$ cat src/rtl/wdsup_pkg.sv
package wdsup_pkg;

    // Phases of the reset pulse generator
    typedef enum logic [1:0] {
        RG_RUN     = 2'd0,  // reset released
        RG_HELD    = 2'd1,  // a request is active
        RG_STRETCH = 2'd2   // request gone, timing out the pulse
    } rg_phase_e;

    // Bits needed to hold the values 0..n
    function automatic int cnt_bits(input int n);
        if (n < 2) begin
            return 1;
        end
        return $clog2(n + 1);
    endfunction

endpackage

$ cat src/rtl/wdsup_sync.sv
module wdsup_sync #(
    parameter int STAGES = 2
) (
    input  logic clk,
    input  logic rst_n,
    input  logic din,
    output logic edge_pulse
);
    typedef struct packed {
        logic [STAGES-1:0] chain;
        logic              prev;
    } sync_st_t;

    sync_st_t st_d, st_q;

    always_comb begin
        st_d = st_q;
        for (int i = 0; i < STAGES; i++) begin
            if (i == 0) begin
                st_d.chain[i] = din;
            end else begin
                st_d.chain[i] = st_q.chain[i-1];
            end
        end
        st_d.prev = st_q.chain[STAGES-1];
    end

    always_ff @(posedge clk or negedge rst_n) begin
        if (!rst_n) begin
            st_q <= '0;
        end else begin
            st_q <= st_d;
        end
    end

    assign edge_pulse = st_q.chain[STAGES-1] ^ st_q.prev;

endmodule

$ cat src/rtl/wdsup_wdog.sv
module wdsup_wdog
    import wdsup_pkg::*;
#(
    parameter int WD_CYCLES = 64
) (
    input  logic clk,
    input  logic rst_n,
    input  logic enable,
    input  logic clear,
    input  logic strobe_edge,
    output logic fault
);
    localparam int CW = cnt_bits(WD_CYCLES);
    localparam logic [CW-1:0] LAST = CW'(WD_CYCLES - 1);

    typedef struct packed {
        logic [CW-1:0] cnt;
        logic          fault;
    } wd_st_t;

    wd_st_t st_d, st_q;

    always_comb begin
        st_d = st_q;
        if (!enable || clear) begin
            st_d.cnt   = '0;
            st_d.fault = 1'b0;
        end else if (strobe_edge) begin
            st_d.cnt   = '0;
            st_d.fault = 1'b0;
        end else if (st_q.fault) begin
            st_d.cnt   = '0;
        end else if (st_q.cnt == LAST) begin
            st_d.cnt   = '0;
            st_d.fault = 1'b1;
        end else begin
            st_d.cnt   = st_q.cnt + 1'b1;
        end
    end

    always_ff @(posedge clk or negedge rst_n) begin
        if (!rst_n) begin
            st_q <= '0;
        end else begin
            st_q <= st_d;
        end
    end

    assign fault = st_q.fault;

endmodule

$ cat src/rtl/wdsup_rstgen.sv
module wdsup_rstgen
    import wdsup_pkg::*;
#(
    parameter int RST_CYCLES = 8
) (
    input  logic clk,
    input  logic rst_n,
    input  logic request,
    output logic asserted
);
    localparam int CW = cnt_bits(RST_CYCLES);
    localparam logic [CW-1:0] FULL = CW'(RST_CYCLES);

    typedef struct packed {
        rg_phase_e     phase;
        logic [CW-1:0] cnt;
    } rg_st_t;

    rg_st_t st_d, st_q;

    always_comb begin
        st_d = st_q;
        if (request) begin
            st_d.phase = RG_HELD;
            st_d.cnt   = FULL;
        end else begin
            case (st_q.phase)
                RG_HELD: begin
                    st_d.phase = RG_STRETCH;
                    st_d.cnt   = FULL - 1'b1;
                end
                RG_STRETCH: begin
                    if (st_q.cnt == '0) begin
                        st_d.phase = RG_RUN;
                    end else begin
                        st_d.cnt = st_q.cnt - 1'b1;
                    end
                end
                default: begin
                    st_d.phase = RG_RUN;
                    st_d.cnt   = '0;
                end
            endcase
        end
    end

    always_ff @(posedge clk or negedge rst_n) begin
        if (!rst_n) begin
            st_q.phase <= RG_HELD;
            st_q.cnt   <= FULL;
        end else begin
            st_q <= st_d;
        end
    end

    assign asserted = (st_q.phase != RG_RUN);

endmodule

$ cat src/rtl/wdsup_top.sv
module wdsup_top #(
    parameter int WD_CYCLES   = 64,
    parameter int RST_CYCLES  = 8,
    parameter int SYNC_STAGES = 2,
    parameter bit FAULT_TO_MR = 1'b0
) (
    input  logic clk,
    input  logic rst_n,
    input  logic pwr_ok,
    input  logic strobe,
    input  logic strobe_float,
    input  logic man_rst_n,
    output logic sys_rst_n,
    output logic wd_fault_n
);
    logic strobe_edge;
    logic fault;
    logic rst_asserted;
    logic mr_eff_n;
    logic wd_enable;
    logic rst_request;

    wdsup_sync #(
        .STAGES (SYNC_STAGES)
    ) u_sync (
        .clk        (clk),
        .rst_n      (rst_n),
        .din        (strobe),
        .edge_pulse (strobe_edge)
    );

    generate
        if (FAULT_TO_MR) begin : g_fb
            assign mr_eff_n = man_rst_n & ~fault;
        end else begin : g_nofb
            assign mr_eff_n = man_rst_n;
        end
    endgenerate

    assign wd_enable   = pwr_ok & ~strobe_float;
    assign rst_request = ~mr_eff_n | ~pwr_ok;

    wdsup_wdog #(
        .WD_CYCLES (WD_CYCLES)
    ) u_wdog (
        .clk         (clk),
        .rst_n       (rst_n),
        .enable      (wd_enable),
        .clear       (rst_asserted),
        .strobe_edge (strobe_edge),
        .fault       (fault)
    );

    wdsup_rstgen #(
        .RST_CYCLES (RST_CYCLES)
    ) u_rstgen (
        .clk      (clk),
        .rst_n    (rst_n),
        .request  (rst_request),
        .asserted (rst_asserted)
    );

    assign sys_rst_n  = ~rst_asserted;
    assign wd_fault_n = ~fault;

endmodule

$ cat config.mk
export PLATFORM = sky130hd
export DESIGN_NAME = wdsup_top
export DESIGN_NICKNAME = d
export VERILOG_FILES = /design/src/rtl/wdsup_pkg.sv /design/src/rtl/wdsup_sync.sv /design/src/rtl/wdsup_wdog.sv /design/src/rtl/wdsup_rstgen.sv /design/src/rtl/wdsup_top.sv
export SDC_FILE = /design/constraint.sdc
export NUM_CORES = 1
export LEC_CHECK = 0
export BUFFER_PORTS_ARGS = -buffer_cell sky130_fd_sc_hd__buf_2
export CORE_MARGIN = 2
export CORE_UTILIZATION = 50
export DETAILED_ROUTE_END_ITERATION = 12
export PLACE_DENSITY_LB_ADDON = 0.08
export SLEW_MARGIN = 10
export SYNTH_ARGS = -nofsm -noshare
export SYNTH_HDL_FRONTEND = slang
export SYNTH_SLANG_ARGS = --single-unit
$ cat constraint.sdc
create_clock -name clk -period 1.6 [get_ports clk]
set_input_delay 0.4 -clock clk [delete_from_list [all_inputs] [get_ports clk]]
set_output_delay 0.4 -clock clk [all_outputs]
set_load 0.1 [all_outputs]
==> results.json <==
{
  "status": "finished, violations left",
  "violations": "setup timing",
  "path_buf_inv": 2,
  "power.density_nw_per_um2": 776.9,
  "placementRows": 14,
  "n_antenna_cell": 0,
  "hold_violations": 0,
  "holdWs_ps": 12.61,
  "synth_fp_nets": 90,
  "drt-initial-drc-count": 17,
  "cp-end-kind": "primary output",
  "synthXorXnorAreaFrac_pct": 6.122,
  "synth_top_area_cell": "dfrtp_1",
  "place_area_sq_um": 930.9,
  "wl_per_cell_um": 15.05,
  "grt.overflow.total": 0,
  "synth_top_family_by_area": "simple AND/OR/NAND/NOR gates",
  "synth_simple_gate_area_share_pct": 19.24,
  "htree_levels": 1,
  "cts-root-buf": "clkbuf_4",
  "cp_slowest_cell": "dfstp_2",
  "area_delta_synth_final_pct": 19.83,
  "port_buffers": 7,
  "cap_violations": 0,
  "synth.most_common_cell": "dfrtp_1",
  "worst_pin_slew_ps": 369.2,
  "crit_family": "flip-flops",
  "drive_gt1_share_pct": 39.36,
  "yosys.cell_types.count": 30,
  "ys_ff_latch": 17,
  "dp_slack_ps": 47.77,
  "fp.dieW_um": 45.43,
  "final.setup.tns_ps": -26.88,
  "vias_per_cell": 5.636,
  "synth_fa_ha_area_share_pct": 8.746,
  "synth_edf_count": 0,
  "period_share_pct": 101.7,
  "clk_latency_ps": 280,
  "coreArea_sq_um": 1559,
  "worstPathCellList": "inv_2 -> ha_4 -> buf_12",
  "cts_buffers": 3,
  "cts_sinks": 17,
  "synth.area.top_cells": "dfrtp_1 44%, ha_1 8.7%, dfstp_2 6.1%",
  "grt_usage_pct": 18.66,
  "worst_r2r_path_depth": 5,
  "setup_viol": 1,
  "slew_headroom_pct": 75.39,
  "skew_ps": 1.752,
  "gp_congestion": 0.8445,
  "p_leak_nw": 0.4554,
  "cts.clk_slew.worst_paths_ps": 90,
  "cts_tree": "built",
  "synthFlopType": "dfrtp_1",
  "arrival_ps": 1230,
  "grt_pass1_vias": 638,
  "grt_max_degree": 18,
  "synth_warnings": 0,
  "synthTopCellsByCount": "15 x dfrtp_1, 6 x ha_1, 6 x inv_1, 6 x nand2_1",
  "die_y_um": 45.43,
  "antenna_left": 0,
  "synth_compound_area_share_pct": 11.08,
  "num-fill-cells": 122,
  "startpoint_type": "flop",
  "min-delay-path-class": "in2async",
  "slew_viol_final": 0,
  "first_pass_iters": 4,
  "worst-path-stages": 3,
  "peakVddDrop_v": 0.0005591,
  "seq_area_sq_um": 427.9,
  "synth_mux_area_share_pct": 0,
  "cp_max_fo": 2,
  "yosysSeqAreaShare_pct": 49.85,
  "grt_antenna_before_repair": 0,
  "start_util_pct": 55.06,
  "finish.utilization_pct": 65.97,
  "cp.required_ps": 1200,
  "hpwl_um": 1093,
  "max_freq_ghz": 0.6147,
  "drc_errors": 0,
  "final_area_sq_um": 1028,
  "async_reset_ff_share_pct": 100.0,
  "rsz0062_at_grt": "yes",
  "path_class": "reg2out",
  "slowest_delay_ps": 560,
  "dr_total_vias": 620,
  "synth_top_area_share_pct": 43.73,
  "finalCriticalPeriod_ps": 1627,
  "syn_avg_cell_area_sq_um": 11.00,
  "synthCells": 78,
  "dieArea_sq_um": 2064,
  "grt_pass1_wl_um": 2670,
  "synth_area_sq_um": 858.3,
  "ios": 8,
  "clockBufferDepth": 2,
  "wl_um": 1655,
  "multi_input_area_sq_um": 419.2,
  "fin_ws_ps": -26.88,
  "nets": 107
}
## worst reg2reg max path, stage by stage, from the launching register on
cell and delay [ps]:
dfrtp_1 440, inv_2 100, ha_1 160, or3b_4 420, o221ai_1 210, a21oi_1 100
## metal layers
metal	vias up	track usage, %	wire length (um)
met5	-	0	0
met1	300	24.62	809
li1	306	-	-
met2	14	27.61	773
met3	0	7.540	72
met4	0	6.471	0
## worst paths after layout
check / startpoint / end / slack [ps]
max: u_rstgen.st_q[4]$_DFFE_PN1P_ / sys_rst_n / -30
min: rst_n / u_wdog.st_q[7]$_DFF_PN0_ / 10
max reg2reg: u_rstgen.st_q[0]$_DFFE_PN0P_ / u_rstgen.st_q[1]$_DFFE_PN0P_ / 60
min reg2reg: u_sync.st_d[2]$_DFF_PN0_ / u_sync.st_d[0]$_DFF_PN0_ / 370
max in group asynchronous: rst_n / u_rstgen.st_q[3]$_DFFE_PN1P_ / 1280
min in group clk: strobe / u_sync.st_d[2]$_DFF_PN0_ / 220
## cell usage in the layout, fill, tap and decap left out, types with 4 or more instances in the layout
cell	Yosys	routed
buf_2	1	5
buf_4	0	8
clkbuf_4	0	4
dfrtp_1	15	15
ha_1	6	4
nand2_1	6	5
nand3_1	5	5
nor3_2	4	5
xor2_1	5	5
## kinds of logic (layout without fill, tap and decap cells)
group / Yosys count / after routing
flip-flops: 17 / 17
buffers and inverters: 9 / 25
XOR/XNOR: 6 / 6
AND/OR/NAND/NOR: 27 / 27
AO/OA/AOI/OAI: 13 / 13
adder cells (fa/ha/maj): 6 / 6
## power breakdown
group / internal, mW / switching [mW]
sequential: 0.444 / 0.0120
clock: 0.0969 / 0.125
combinational: 0.0554 / 0.0654
total: 0.597 / 0.202
## what timing repair did
action                     4_1_cts  5_1_grt
setup endpoints to repair        1        7
hold buffers                     0        0
pin swaps                        1        1
setup buffers                    3        2
resized for setup                5        6
## flip-flops by register name, indices dropped and copies added, names as in the netlist
signal	count
u_sync.st_d	2
u_wdog.st_q	7
u_sync.st_q	1
u_rstgen.st_q	6
u_wdog.fault	1
## stage by stage
stage / power, mW / std cells
after detailed placement: 0.5586 / 101
after floorplan: 0.5313 / 78
after CTS: 0.7940 / 108
after global placement: 0.5576 / 101
after global routing: 0.8442 / 110
final: 0.7991 / 110
## layout make-up
| cell class | count | share of cell area, % |
|---|---|---|
| clock buffers | 4 | 2.555 |
| repair buffers | 15 | 10.95 |
| inverters | 6 | 2.190 |
| well taps | 16 | 1.946 |
| multi-input cells | 52 | 40.75 |
| flip-flops and latches | 17 | 41.61 |
Power figures use the tool's default switching activity.
